**src/rtl/cfg_lock_pkg.sv**
```systemverilog
package cfg_lock_pkg;

    localparam int ADDR_W     = 8;
    localparam int DATA_W     = 8;
    localparam int STUB_DEPTH = 64;
    localparam int STUB_AW    = $clog2(STUB_DEPTH);

    localparam logic [ADDR_W-1:0] KEY_A_ADDR = 8'hF0;
    localparam logic [ADDR_W-1:0] KEY_B_ADDR = 8'hF1;
    localparam logic [DATA_W-1:0] KEY_MASK   = 8'h59;

    localparam int LBIT_WORK = 6;
    localparam int LBIT_SEQ  = 4;
    localparam int LBIT_SLOT = 3;
    localparam int LBIT_CTL  = 0;

    typedef enum logic [2:0] {
        GRP_FREE,
        GRP_WORK,
        GRP_CTL,
        GRP_SLOT,
        GRP_SEQ,
        GRP_KEY,
        GRP_VOID
    } grp_e;

    function automatic logic grp_lockable(grp_e g);
        return (g == GRP_WORK) || (g == GRP_CTL) || (g == GRP_SLOT) || (g == GRP_SEQ);
    endfunction

    function automatic int unsigned grp_lock_bit(grp_e g);
        case (g)
            GRP_WORK: return LBIT_WORK;
            GRP_SEQ:  return LBIT_SEQ;
            GRP_SLOT: return LBIT_SLOT;
            default:  return LBIT_CTL;
        endcase
    endfunction

endpackage

```
**src/rtl/grp_decode.sv**
```systemverilog
module grp_decode
    import cfg_lock_pkg::*;
(
    input  logic [ADDR_W-1:0] addr,
    output grp_e              grp
);

    always_comb begin
        if (addr == KEY_A_ADDR || addr == KEY_B_ADDR) begin
            grp = GRP_KEY;
        end else if (int'(addr) >= STUB_DEPTH) begin
            grp = GRP_VOID;
        end else if (addr >= 8'h10 && addr <= 8'h1F) begin
            grp = GRP_WORK;
        end else if (addr == 8'h25 || addr == 8'h28 || addr == 8'h29 || addr == 8'h2B) begin
            grp = GRP_CTL;
        end else if (addr >= 8'h30 && addr <= 8'h32) begin
            grp = GRP_SLOT;
        end else if (addr >= 8'h33 && addr <= 8'h3E) begin
            grp = GRP_SEQ;
        end else begin
            grp = GRP_FREE;
        end
    end

endmodule

```
**src/rtl/key_pair.sv**
```systemverilog
module key_pair
    import cfg_lock_pkg::*;
(
    input  logic              clk,
    input  logic              rst_n,
    input  logic              key_we,
    input  logic              key_sel_b,
    input  logic [DATA_W-1:0] key_wdata,
    output logic [DATA_W-1:0] key_a,
    output logic [DATA_W-1:0] key_b,
    output logic [DATA_W-1:0] lock_vec
);

    typedef struct packed {
        logic [DATA_W-1:0] a;
        logic [DATA_W-1:0] b;
    } key_st_t;

    key_st_t st_d, st_q;

    always_comb begin
        st_d = st_q;
        if (key_we) begin
            if (key_sel_b) st_d.b = st_q.b | (key_wdata & KEY_MASK);
            else           st_d.a = st_q.a | (key_wdata & KEY_MASK);
        end
    end

    always_ff @(posedge clk or negedge rst_n) begin
        if (!rst_n) st_q <= '0;
        else        st_q <= st_d;
    end

    assign key_a    = st_q.a;
    assign key_b    = st_q.b;
    assign lock_vec = st_q.a & st_q.b;

endmodule

```
**src/rtl/stub_regfile.sv**
```systemverilog
module stub_regfile
    import cfg_lock_pkg::*;
(
    input  logic               clk,
    input  logic               rst_n,
    input  logic               we,
    input  logic [STUB_AW-1:0] waddr,
    input  logic [DATA_W-1:0]  wdata,
    input  logic [STUB_AW-1:0] raddr,
    output logic [DATA_W-1:0]  rdata
);

    logic [STUB_DEPTH-1:0][DATA_W-1:0] mem_d, mem_q;

    always_comb begin
        mem_d = mem_q;
        if (we) mem_d[waddr] = wdata;
    end

    always_ff @(posedge clk or negedge rst_n) begin
        if (!rst_n) mem_q <= '0;
        else        mem_q <= mem_d;
    end

    assign rdata = mem_q[raddr];

endmodule

```
**src/rtl/cfg_wr_guard.sv**
```systemverilog
module cfg_wr_guard
    import cfg_lock_pkg::*;
(
    input  logic              clk,
    input  logic              rst_n,
    input  logic              wr_en,
    input  logic [ADDR_W-1:0] wr_addr,
    input  logic [DATA_W-1:0] wr_data,
    input  logic [ADDR_W-1:0] rd_addr,
    output logic [DATA_W-1:0] rd_data,
    output logic              wr_accepted
);

    typedef struct packed {
        logic acc;
    } top_st_t;

    top_st_t st_d, st_q;

    grp_e              wr_grp, rd_grp;
    logic [DATA_W-1:0] key_a_q, key_b_q, lock_vec;
    logic [DATA_W-1:0] stub_rdata;
    logic              allowed, stub_we, key_we;

    grp_decode i_wr_dec (.addr(wr_addr), .grp(wr_grp));
    grp_decode i_rd_dec (.addr(rd_addr), .grp(rd_grp));

    always_comb begin
        case (wr_grp)
            GRP_FREE, GRP_KEY: allowed = 1'b1;
            GRP_VOID:          allowed = 1'b0;
            default:           allowed = ~lock_vec[grp_lock_bit(wr_grp)];
        endcase
        key_we  = wr_en && (wr_grp == GRP_KEY);
        stub_we = wr_en && allowed && (wr_grp != GRP_KEY);
    end

    key_pair i_keys (
        .clk       (clk),
        .rst_n     (rst_n),
        .key_we    (key_we),
        .key_sel_b (wr_addr == KEY_B_ADDR),
        .key_wdata (wr_data),
        .key_a     (key_a_q),
        .key_b     (key_b_q),
        .lock_vec  (lock_vec)
    );

    stub_regfile i_stub (
        .clk   (clk),
        .rst_n (rst_n),
        .we    (stub_we),
        .waddr (wr_addr[STUB_AW-1:0]),
        .wdata (wr_data),
        .raddr (rd_addr[STUB_AW-1:0]),
        .rdata (stub_rdata)
    );

    always_comb begin
        case (rd_grp)
            GRP_KEY:  rd_data = (rd_addr == KEY_B_ADDR) ? key_b_q : key_a_q;
            GRP_VOID: rd_data = '0;
            default:  rd_data = stub_rdata;
        endcase
    end

    always_comb begin
        st_d.acc = wr_en && allowed;
    end

    always_ff @(posedge clk or negedge rst_n) begin
        if (!rst_n) st_q <= '0;
        else        st_q <= st_d;
    end

    assign wr_accepted = st_q.acc;

endmodule

```
**config.mk**
```make
export PLATFORM = sky130hd
export DESIGN_NAME = cfg_wr_guard
export DESIGN_NICKNAME = d
export VERILOG_FILES = /design/src/rtl/cfg_lock_pkg.sv /design/src/rtl/grp_decode.sv /design/src/rtl/key_pair.sv /design/src/rtl/stub_regfile.sv /design/src/rtl/cfg_wr_guard.sv
export SDC_FILE = /design/constraint.sdc
export NUM_CORES = 1
export LEC_CHECK = 0
export CORE_MARGIN = 5
export CORE_UTILIZATION = 34
export CTS_BUF_LIST = sky130_fd_sc_hd__clkbuf_8
export CTS_CLUSTER_SIZE = 16
export DETAILED_ROUTE_END_ITERATION = 10
export DONT_BUFFER_PORTS = 1
export GPL_TIMING_DRIVEN = 0
export PLACE_DENSITY = 0.55
export SYNTH_ARGS = -nofsm -noshare
export SYNTH_HDL_FRONTEND = slang
export SYNTH_HIERARCHICAL = 1
export SYNTH_SLANG_ARGS = --single-unit
export TNS_END_PERCENT = 100
```
**constraint.sdc**
```tcl
create_clock -name clk -period 3.8 [get_ports clk]
set_input_delay 0.76 -clock clk [delete_from_list [all_inputs] [get_ports clk]]
set_output_delay 0.76 -clock clk [all_outputs]
set_load 0.05 [all_outputs]
```
==> metrics.sh, run 1 <==
OUTCOME='finished, violations left'
VIOLATED_CHECKS='hold timing, setup timing'
DIE_AREA_UM2=78500
SYN_AREA_UM2=24800
CLOCK_SINK_COUNT=521
LATEST_CLOCK_ARRIVAL_WITHIN_THE_WORST_SKEW_PAIR_NS=0.67
FINAL.SETUP.WORST_SLACK_NS=-0.0720
ANTENNA_VIOLATING_NETS_POST_ROUTE=0
INTERNAL_REG_TO_REG_SETUP_SLACK_NS=0.51
SYNTH_WARNINGS=6
PERIOD_UTILIZATION_PCT=102
RSZ_0062_RAISED_AFTER_GLOBAL_ROUTING='yes'
FINAL.SETUP_SKEW_NS=0.0332
HOLDCRITPATHCLASS='input pin to asynchronous set/reset pin'
SYN-INSTANCE-COUNT=1635
COMB_POWER_SHARE_PCT=11.8
NUMCTSBUFFERS=87
TIGHTEST_SLEW_NS=1.42
TIMING.HOLD.WS_NS=-0.115
LAYOUT-AREA-OVERHEAD-VS-SYNTH_PCT=14.2
FP-ROW-COUNT=99
CORE_REGION_AREA_UM2=72700
TIMING.MAX_CAP.VIOLATIONS=0
FINALWEIGHTEDCONGESTION=0.893
SHARE_SEQ_OF_TOTAL_POWER_PCT=49.6
DR.PASS1.ITERS=5
RR_STARTPOINT='i_keys/key_b[0]'
ROUTED-VIA-COUNT=14800
N_FILL_CELL=6755
SETUP-VIOLATIONS-FINAL=26
DIEHEIGHT_UM=280
SETUP.WORST_PATH.END_CLASS='flip-flop'
STATIC-LEAKAGE-POWER_nW=12.9
SLEW_VIOLATIONS=0
PLACE_HPWL_UM=48800
I_O_PIN_CNT=36
PLACEMENT.SETUP.WORST_SLACK_NS=-1.30
OVERFLOW=0
DIE_W_UM=280
NNETSFINAL=1761
RATIO_OF_TOTAL_POWER_TO_CELL_AREA_nW_PER_UM2=448
PLACEMENT.IO_BUFFERS=0
ROUTEDWLPERCELL_UM=25.8
ROUTE.FINAL.WIRE_LENGTH_UM=71200
WORST_SETUP_PATH_STARTPOINT='wr_addr[0]'
FMAXACHIEVABLE_MHz=258
DRT_DRC_VIOLATIONS_LEFT=0
CRIT_ARRIVAL_NS=4.42
HTREE_LEVELS=3
POSTSYNTHAREAPERCELL_UM2=15.2
CLK_PIN_SLEW_NS=0.06
GRT_UTIL_ALL_LAYERS_PCT=18.2
GRT_START_MAX_NET_PINS=522
IR_DROP_mV=0.245
FIN_SETUP_TNS_NS=-1.01
FIRST_ITER_VIOLATIONS=924
DRIVE_ABOVE_1_SHARE_PCT=51.4
P_INT_W=0.00944
PWR-SHARE-CLK_PCT=38.5
TIMING.FINAL.HOLD_VIOLATIONS=48
POST_LAYOUT_NONFILLER_INSTANCES=2759
SLEW_MARGIN_REL_PCT=5.48
SWITCHING_SHARE_PCT=25.7
CRITPATHKIND='input pin to flip-flop'
P_SW_W=0.00326
CLOCK_PATH_BUFFERS=3
GRT_PASS1_WL_UM=107000
FINAL_PERIOD_MINUS_WORST_SETUP_SLACK_NS=3.87
FIRST_GLOBAL_VIAS=15800
VIA_PER_INST=5.38
TIMING.CRITICAL_PATH.FANOUT_MAX=10
POST-PLACE-CELLS=2601
CLOCK_TREE.ROOT_CELL='clkbuf_8'
START_UTIL_PCT=34.1
CRITPATHREQUIREDTIME_NS=4.35
CTS_TREE='done'
GRT_ANTENNA_BEFORE_REPAIR=3
CRITPATHLAUNCHTYPE='input pin'
FINAL_CORE_UTILIZATION_PCT=39.0
==> per-layer routing <==
layer  track usage (%)  routed length (um)  vias to the layer above
li1                  -                   -                     6333
met1              25.5               32500                     8028
met2              28.8               33000                      348
met3              2.99                3250                      121
met4              6.86                2520                        0
met5                 0                   0                        -
==> worst paths after layout <==
kind | endpoint | cells after the start
worst max-delay path | i_stub/mem_q[455] | 11
worst min-delay path | i_stub/mem_q[234] | 0
worst max register to register | i_stub/mem_q[455] | 9
worst min register to register | i_keys/key_a[4] | 1
max in group asynchronous | i_stub/mem_q[360] | 0
min in group clk | i_keys/key_a[3] | 1
==> flip-flops by register name (all words and copies together) (netlist names) <==
| signal | flops |
|---|---|
| i_stub/mem_q | 512 |
| i_keys/key_a | 4 |
| wr_accepted | 1 |
| i_keys/key_b | 4 |
==> what timing repair did <==
item / in CTS / in global routing
resized for setup: 62 / 75
pin swaps: 4 / 11
hold endpoints to repair: 521 / 521
setup endpoints to repair: 126 / 225
buffers inserted: 4 / 1
==> worst max-delay path: stages <==
cell and delay [ns]:
a211o_1 0.31, o2bb2ai_1 0.13, a221oi_1 0.56, nor2b_1 0.21, o221ai_1 0.16, a21oi_1 0.21
clkbuf_1 0.26, and2b_1 0.31, nand2_1 0.45, nor2_2 0.64, mux2_2 0.40
==> power groups by stage <==
| stage | Combinational (W) | Sequential (W) | Clock, W |
|---|---|---|---|
| after global placement | 0.00138 | 0.00636 | 0 |
| after floorplan | 0.00107 | 0.00631 | 0 |
| final | 0.00150 | 0.00631 | 0.00489 |
| after CTS | 0.00146 | 0.00630 | 0.00506 |
| after global routing | 0.00160 | 0.00636 | 0.00531 |
| after detailed placement | 0.00141 | 0.00640 | 0 |
==> metrics by stage <==
stage	area, um2	total power [W]
CTS	28100	0.0128
detailed placement	26100	0.00781
global route	28300	0.0133
floorplan	24900	0.00737
global placement	26100	0.00774
finish	28300	0.0127
==> area by class of cell <==
cell class	count	area, um2	share of cell area [%]
buffer	126	857	3.02
inverter	9	33.8	0.119
timing repair buffer	5	62.6	0.221
antenna	1	2.50	0.00883
clock buffer	109	1500	5.29
multi-input combinational	984	11400	40.4
clock inverter	45	213	0.750
tap	959	1200	4.23
sequential	521	13000	46.0
==> cells in the final DEF, fill, tap and decap left out, types with 10 or more instances in the layout <==
master and count:
buf_8 11, mux4_1 15, nand2_1 32, buf_2 11, o22ai_1 10, mux2_2 516, mux2i_1 11, clkbuf_1 60
mux4_2 113, dfrtp_1 521, nor2_2 21, clkbuf_8 113, inv_1 38, o21ai_0 14, buf_4 17, nor2_4 28
nor2_1 25, mux2i_2 10, nand4_1 12, a21oi_1 16
Note: power is estimated with default switching activity, not from simulation.
==> run 2: changes to the inputs <==
CTS_CLUSTER_DIAMETER = 50   (was default)
PLACE_DENSITY = 0.47   (was 0.55)
SYNTH_HIERARCHICAL = default   (was 1)
==> run 2 against run 1 <==
Against the previous run:
- the run ends with hold timing, slew limit left
- sequential power down 2%
- die area up 1.3%
- first-iteration DRC count up 14%
- cell area up 1.2%
- fmax up 3.5%
- setup slack better by 0.13 ns
- flip-flop and latch count unchanged
- sequential share of layout area down 0.54 points
- critical endpoint is now rd_data[2]
- largest cell class unchanged
- largest power group unchanged
==> metrics.sh, run 2 <==
MAXIMUM_CELL_STAGE_DELAY_ALONG_THE_CRITICAL_PATH_NS=0.48
SYNTH.TOP_CELLS.BY_COUNT='dfrtp_1, mux2_2, mux4_2'
SYN_AREA_UM2=25200
PLACEMENT.IO_BUFFERS=0
FINALWEIGHTEDCONGESTION=0.837
RATIO_OF_TOTAL_POWER_TO_CELL_AREA_nW_PER_UM2=442
POST_LAYOUT_NONFILLER_INSTANCES=2600
CRIT_ARRIVAL_NS=2.98
CRITPATHLAUNCHTYPE='input pin'
MOST-COMMON-LAYOUT-CELLS='dfrtp_1, mux2_2, mux4_2, clkbuf_8, clkbuf_1'
MET3_LENGTH_UM=4180
CPMOSTUSEDCELL='clkbuf_4'
FINAL_COMMON_CELL='dfrtp_1'
CLOCK_PATH_BUFFERS=3
N_FILL_CELL=6735
ROUTED-VIA-COUNT=14200
GRT_PASS1_WL_UM=116000
LATEST_CLOCK_ARRIVAL_WITHIN_THE_WORST_SKEW_PAIR_NS=0.68
PATH_CELLS='clkbuf_4 -> clkbuf_4 -> clkbuf_2 -> mux4_2 -> mux2i_1 -> o22ai_4'
CTS_TREE='done'
NUMCTSBUFFERS=67
NUMBER_OF_SYNTHESIZED_FLOPS_WITH_AN_ENABLE_PIN=0
DIEHEIGHT_UM=282
PERIOD_UTILIZATION_PCT=98.4
DIE_W_UM=282
MET2_LENGTH_UM=37800
CLK_PIN_SLEW_NS=0.07
NET_COUNT_OF_THE_MAPPED_NETLIST=1530
SYNTH_TOP_CELL_BY_AREA='dfrtp_1'
VIOLATED_CHECKS='hold timing, slew limit'
IR_DROP_mV=0.186
SYNTHDOMINANTCELLAREASHARE_PCT=51.8
OUTCOME='finished, violations left'
POST-PLACE-CELLS=2462
YOSYSMOSTFREQUENTCELL='dfrtp_1'
FINAL_PERIOD_MINUS_WORST_SETUP_SLACK_NS=3.74
CRIT_FAMILY='buffers and inverters'
TIMING.FINAL.HOLD_VIOLATIONS=168
TIMING.CRITICAL_PATH.FANOUT_MAX=10
LARGEST_REG_FLOPS=512
SLEW_MARGIN_REL_PCT=-57.7
HOLDCRITPATHCLASS='input pin to asynchronous set/reset pin'
FMAXACHIEVABLE_MHz=267
FINAL.SETUP.WORST_SLACK_NS=0.0599
ANTENNA_VIOLATING_NETS_POST_ROUTE=0
VIA_PER_INST=5.48
CLOCK_SINK_COUNT=521
GRT_UTIL_ALL_LAYERS_PCT=20.6
SYNTHTOPCELLSBYAREA='dfrtp_1, mux2_2, mux4_2'
SYNTH-MAIN-FF-CELL='dfrtp_1'
CRITPATHREQUIREDTIME_NS=3.04
LAYOUT-AREA-OVERHEAD-VS-SYNTH_PCT=14.0
NNETSFINAL=1611
POSTSYNTHAREAPERCELL_UM2=16.7
DIE_AREA_UM2=79600
ROUTE.LAYER.MET1.WL_UM=37100
TOP_REGISTER='i_stub.mem_q'
HTREE_LEVELS=3
CORE_REGION_AREA_UM2=73200
FIN_SETUP_TNS_NS=0
PLACE_HPWL_UM=54200
TIMING.MAX_CAP.VIOLATIONS=0
ROUTEDWLPERCELL_UM=30.9
DR.PASS1.ITERS=4
TIGHTEST_SLEW_NS=2.37
OVERFLOW=0
DRT_DRC_VIOLATIONS_LEFT=0
SYNTHDISTINCTLIBCELLS=54
CRITPATHKIND='input pin to primary output'
CLOCK_TREE.ROOT_CELL='clkbuf_8'
SYNTH_WARNINGS=0
RSZ_0062_RAISED_AFTER_GLOBAL_ROUTING='no'
START_UTIL_PCT=34.4
SYN-INSTANCE-COUNT=1503
WORST-PATH-BUF-INV=3
GRT_ANTENNA_BEFORE_REPAIR=3
ROUTE.FINAL.WIRE_LENGTH_UM=80400
DRIVE_ABOVE_1_SHARE_PCT=56.9
AREA.SEQUENTIAL_UM2=13000
FIRST_ITER_VIOLATIONS=1052
TIMING.CRITICAL_PATH.SLOWEST_STAGE_CELL='clkbuf_2'
GRT_START_MAX_NET_PINS=522
FIRST_GLOBAL_VIAS=15400
AREA_OF_COMBINATIONAL_CELLS_WITH_MULTIPLE_INPUTS_UM2=11700
I_O_PIN_CNT=36
TIMING.HOLD.WS_NS=-0.143
YOSYS_REGISTER_BITS=521
DR.MAX_LAYER_USED='met4'
SETUP.WORST_PATH.END_CLASS='primary output'
SEQ_AREA_FRAC_SYNTH_PCT=51.8
SYNTH_ASYNC_SR_FLOP_SHARE_PCT=100
PLACEMENT.SETUP.WORST_SLACK_NS=-2.29
SETUP-VIOLATIONS-FINAL=0
FP-ROW-COUNT=99
STATIC-LEAKAGE-POWER_nW=13.1
FINAL.SETUP_SKEW_NS=0.0291
SLEW_VIOLATIONS=263
FINAL_CORE_UTILIZATION_PCT=39.2
INTERNAL_REG_TO_REG_SETUP_SLACK_NS=0.87
[run 2: changes by cell type in the layout (fill, tap and decap cells not counted), sizes merged, moves of 16 or more]
cell / previous run / this run
mux4: 128 / 158
inv: 43 / 23
nor2: 74 / 10
clkbuf: 178 / 154
o2111ai: 0 / 32
o21ai: 27 / 11
nor3: 8 / 29
nand2: 33 / 9
[run 2: repair_timing]
item / in CTS / in global routing
gates resized for setup: 134 / 7
pin swaps: 3 / 0
cloned: 0 / 0
hold endpoints to repair: 521 / 520
setup endpoints to repair: 8 / 6
setup buffers: 12 / 0
[run 2: cell type report]
class | count | share of cell area [%]
Clock buffer | 74 | 3.55
Timing Repair Buffer | 12 | 0.358
Buffer | 132 | 3.48
Multi-Input combinational cell | 846 | 40.7
Tap cell | 959 | 4.18
Clock inverter | 49 | 2.16
Sequential cell | 521 | 45.4
Antenna cell | 3 | 0.0262
Inverter | 4 | 0.0523
[run 2: where the power goes]
part	leakage, nW	switching [W]	internal, W
clock	0.854	0.00242	0.00265
sequential	7.13	0.000204	0.00596
combinational	5.12	0.000725	0.000725
total	13.1	0.00335	0.00934
[run 2: final timing paths]
check | start | endpoint | depth (start not counted)
max | rd_addr[3] | rd_data[2] | 6
min | rst_n | i_stub.mem_q[283] | 0
max reg2reg | i_keys.key_b[6] | i_stub.mem_q[14] | 6
min reg2reg | i_keys.key_a[6] | i_keys.key_a[6] | 1
max in group asynchronous | rst_n | i_stub.mem_q[126] | 0
min in group clk | wr_en | wr_accepted | 2
[run 2: logic make-up (layout without fill, tap and decap cells)]
group                  after synthesis  in the layout  share of synthesized area, %
AOI/OAI and AO/OA                   72             72                          4.47
buffers and inverters              136            271                          2.54
muxes                              688            688                          38.0
DFF                                521            521                          51.8
other                                0              3                             0
and+or+nand+nor                     86             86                          3.17
[run 2: metrics by stage]
| stage | total power [W] | area [um2] |
|---|---|---|
| finish | 0.0127 | 28700 |
| global route | 0.0132 | 28700 |
| CTS | 0.0129 | 28600 |
| detailed placement | 0.00765 | 26400 |
| global placement | 0.00760 | 26400 |
| floorplan | 0.00719 | 25200 |
[run 2: metal layers]
| metal | vias to the layer above | track usage, % |
|---|---|---|
| met4 | 0 | 4.85 |
| met5 | - | 0 |
| met3 | 68 | 4.12 |
| met1 | 7942 | 29.4 |
| met2 | 299 | 32.6 |
| li1 | 5939 | - |
==> run 3: changes to the inputs <==
==> constraint.sdc (replaced) <==
create_clock -name clk -period 3.8 [get_ports clk]
set_input_delay 0.38 -clock clk [delete_from_list [all_inputs] [get_ports clk]]
set_output_delay 0.38 -clock clk [all_outputs]
set_load 0.05 [all_outputs]
==> run 3 against run 2 <==
Against the previous run:
- combinational power shrank 6%
- critical endpoint is now rd_data[4]
- cell count shrank 0.85%
- the run still ends with hold timing, slew limit left
- total power shrank 4.5%
- clock power shrank 9.7%
- setup slack lost 0.023 ns
- highest routed layer is now met5
- fmax shrank 0.61%
==> metrics.sh, run 3 (synthesis gave the netlist of run 2 again) <==
GROUTE.LAYER.MET1.USAGE_PCT=29.3
DR.PASS1.ITERS=7
CRITPATHLAUNCHTYPE='input pin'
NUMCTSBUFFERS=61
CRITPATHREQUIREDTIME_NS=3.42
GRT_MOST_USED_LAYER='met2'
TIMING.MAX_CAP.VIOLATIONS=0
FINALWEIGHTEDCONGESTION=0.839
TIMING.HOLD.WS_NS=-0.553
LATEST_CLOCK_ARRIVAL_WITHIN_THE_WORST_SKEW_PAIR_NS=0.69
P_SW_W=0.00327
VIA_PER_INST=5.51
POST-CTS-SETUP-BUFFERS=0
HOLDCRITPATHCLASS='input pin to asynchronous set/reset pin'
DIEHEIGHT_UM=282
FP-ROW-COUNT=99
RSZ_0062_RAISED_AFTER_GLOBAL_ROUTING='no'
TIGHTEST_SLEW_NS=2.41
START_UTIL_PCT=34.4
GRT_ANTENNA_BEFORE_REPAIR=10
P_INT_W=0.00885
CLOCK_PATH_BUFFERS=3
OUTCOME='finished, violations left'
GRT_START_MAX_NET_PINS=522
ANTENNA_VIOLATING_NETS_POST_ROUTE=0
I_O_PIN_CNT=36
SWITCHING_SHARE_PCT=27.0
PERIOD_UTILIZATION_PCT=99.0
POSTCTSHOLDBUFS=1
ROUTED-VIA-COUNT=14200
CRIT_FAMILY='multiplexers'
POST_PLACE_INSTANCE_AREA_UM2=26400
DIE_AREA_UM2=79600
SETUP-VIOLATIONS-FINAL=0
CLOCK_SINK_COUNT=521
CLOCK_TREE.ROOT_CELL='clkbuf_8'
REG2REG_DEPTH=6
WORST-PATH-BUF-INV=3
PWR-SHARE-CLK_PCT=37.8
STATIC-LEAKAGE-POWER_nW=12.8
LAYOUT-AREA-OVERHEAD-VS-SYNTH_PCT=11.0
FINAL_PERIOD_MINUS_WORST_SETUP_SLACK_NS=3.76
RATIO_OF_TOTAL_POWER_TO_CELL_AREA_nW_PER_UM2=434
CRIT_ARRIVAL_NS=3.38
NNETSFINAL=1594
SETUP.WORST_PATH.END_CLASS='primary output'
ROUTEDWLPERCELL_UM=31.0
CRITPATHKIND='input pin to primary output'
VIOLATED_CHECKS='hold timing, slew limit'
COMB_POWER_SHARE_PCT=11.3
FINAL_COMMON_CELL='dfrtp_1'
GRT_UTIL_ALL_LAYERS_PCT=20.3
GROUTE.LAYER.MET2.USAGE_PCT=32.2
TIMING.FINAL.HOLD_VIOLATIONS=521
HTREE_LEVELS=2
OVERFLOW=0
MAXIMUM_CELL_STAGE_DELAY_ALONG_THE_CRITICAL_PATH_NS=0.56
TIMING.CRITICAL_PATH.SLOWEST_STAGE_CELL='mux4_2'
CLK_PIN_SLEW_NS=0.08
DRIVE_ABOVE_1_SHARE_PCT=55.2
CORE_REGION_AREA_UM2=73200
FIRST_GLOBAL_VIAS=15200
SLEW_VIOLATIONS=353
WORST-PATH-STAGES=7
POST-PLACE-CELLS=2462
PLACE_HPWL_UM=54200
GRT_PASS1_WL_UM=115000
DIE_W_UM=282
LARGEST_REG_FLOPS=512
IR_DROP_mV=0.292
N_FILL_CELL=6756
SHARE_SEQ_OF_TOTAL_POWER_PCT=50.9
CTS_TREE='done'
MOST-COMMON-LAYOUT-CELLS='dfrtp_1, mux2_2, mux4_2, clkbuf_8, clkbuf_1'
POST_LAYOUT_NONFILLER_INSTANCES=2578
TIMING.CRITICAL_PATH.FANOUT_MAX=10
FIRST_ITER_VIOLATIONS=968
FMAXACHIEVABLE_MHz=266
GROUTE.LAYER.MET3.USAGE_PCT=4.14
FINAL_DESIGN_AREA_NO_FILL_UM2=27900
FINAL.SETUP_SKEW_NS=0.0300
PLACEMENT.IO_BUFFERS=0
SLEW_MARGIN_REL_PCT=-60.9
ROUTE.FINAL.WIRE_LENGTH_UM=79900
DRT_DRC_VIOLATIONS_LEFT=0
TOP_REGISTER='i_stub.mem_q'
PATH_CELLS='clkbuf_2 -> clkbuf_2 -> clkbuf_4 -> mux4_2 -> mux4_2 -> mux2i_1 -> o21ai_2'
-- run 3: cell types whose count changed in the layout (fill, tap and decap cells not counted), moves of 4 or more --
cell	change
o21ai_4	-4
a21oi_2	-4
clkbuf_8	-18
clkbuf_1	+4
clkbuf_2	+10
buf_2	+4
mux2i_4	-7
buf_12	-7
mux2i_1	+5
buf_4	-5
a21oi_1	+4
-- run 3: layer usage --
layer / part of all wire (%) / wire, um
met5: 0.086 / 69
met4: 2.1 / 1710
met3: 5.2 / 4130
met2: 46 / 37000
met1: 46 / 37000
-- run 3: final timing paths --
path | end | from | slack [ns]
min reg2reg | i_keys.key_a[6] | i_keys.key_a[6] | 0.48
max reg2reg | i_stub.mem_q[67] | i_keys.key_b[6] | 0.71
max in group asynchronous | i_stub.mem_q[206] | rst_n | 2.50
min | i_stub.mem_q[318] | rst_n | -0.55
min in group clk | i_keys.key_a[3] | wr_addr[0] | 0.12
max | rd_data[4] | rd_addr[1] | 0.04
-- run 3: cell type report --
type | instances | area [um2] | area share (%)
repair buffers | 1 | 10.0 | 0.0358
plain buffers | 132 | 697 | 2.49
diodes | 4 | 10.0 | 0.0358
multi-input cells | 846 | 11500 | 41.3
flip-flops and latches | 521 | 13000 | 46.7
inverters | 4 | 15.0 | 0.0537
clock buffers | 64 | 881 | 3.15
clock inverters | 47 | 546 | 1.95
well taps | 959 | 1200 | 4.30
-- run 3: through the flow --
stage               setup slack, ns  TNS (ns)  total power [W]  utilization (%)
floorplan                     0.207         0          0.00719                -
global placement              -1.94    -12.64          0.00759             36.0
detailed placement            -1.56    -10.93          0.00764             36.0
CTS                          0.0117         0           0.0123             38.1
global route                0.00645         0           0.0126             38.2
finish                       0.0369         0           0.0121             38.2
-- run 3: repair_timing --
action	4_1_cts	5_1_grt
endpoints found under the hold margin	528	521
cloned	0	0
gates resized for setup	56	1
endpoints found under the setup margin	8	1
-- run 3: power groups by stage --
stage               registers, W  clock network [W]  logic [W]
finish                   0.00616            0.00458    0.00137
global route             0.00621            0.00493    0.00146
CTS                      0.00616            0.00473    0.00138
detailed placement       0.00627                  0    0.00137
global placement         0.00625                  0    0.00134
floorplan                0.00620                  0   0.000985
-- run 3: worst reg2reg max path: stages, from the launching register on --
cell	delay (ns)
dfrtp_1	0.40
and2_1	0.21
a311oi_1	0.31
buf_4	0.29
o21ai_2	0.22
nor3_2	1.10
mux2_2	0.44
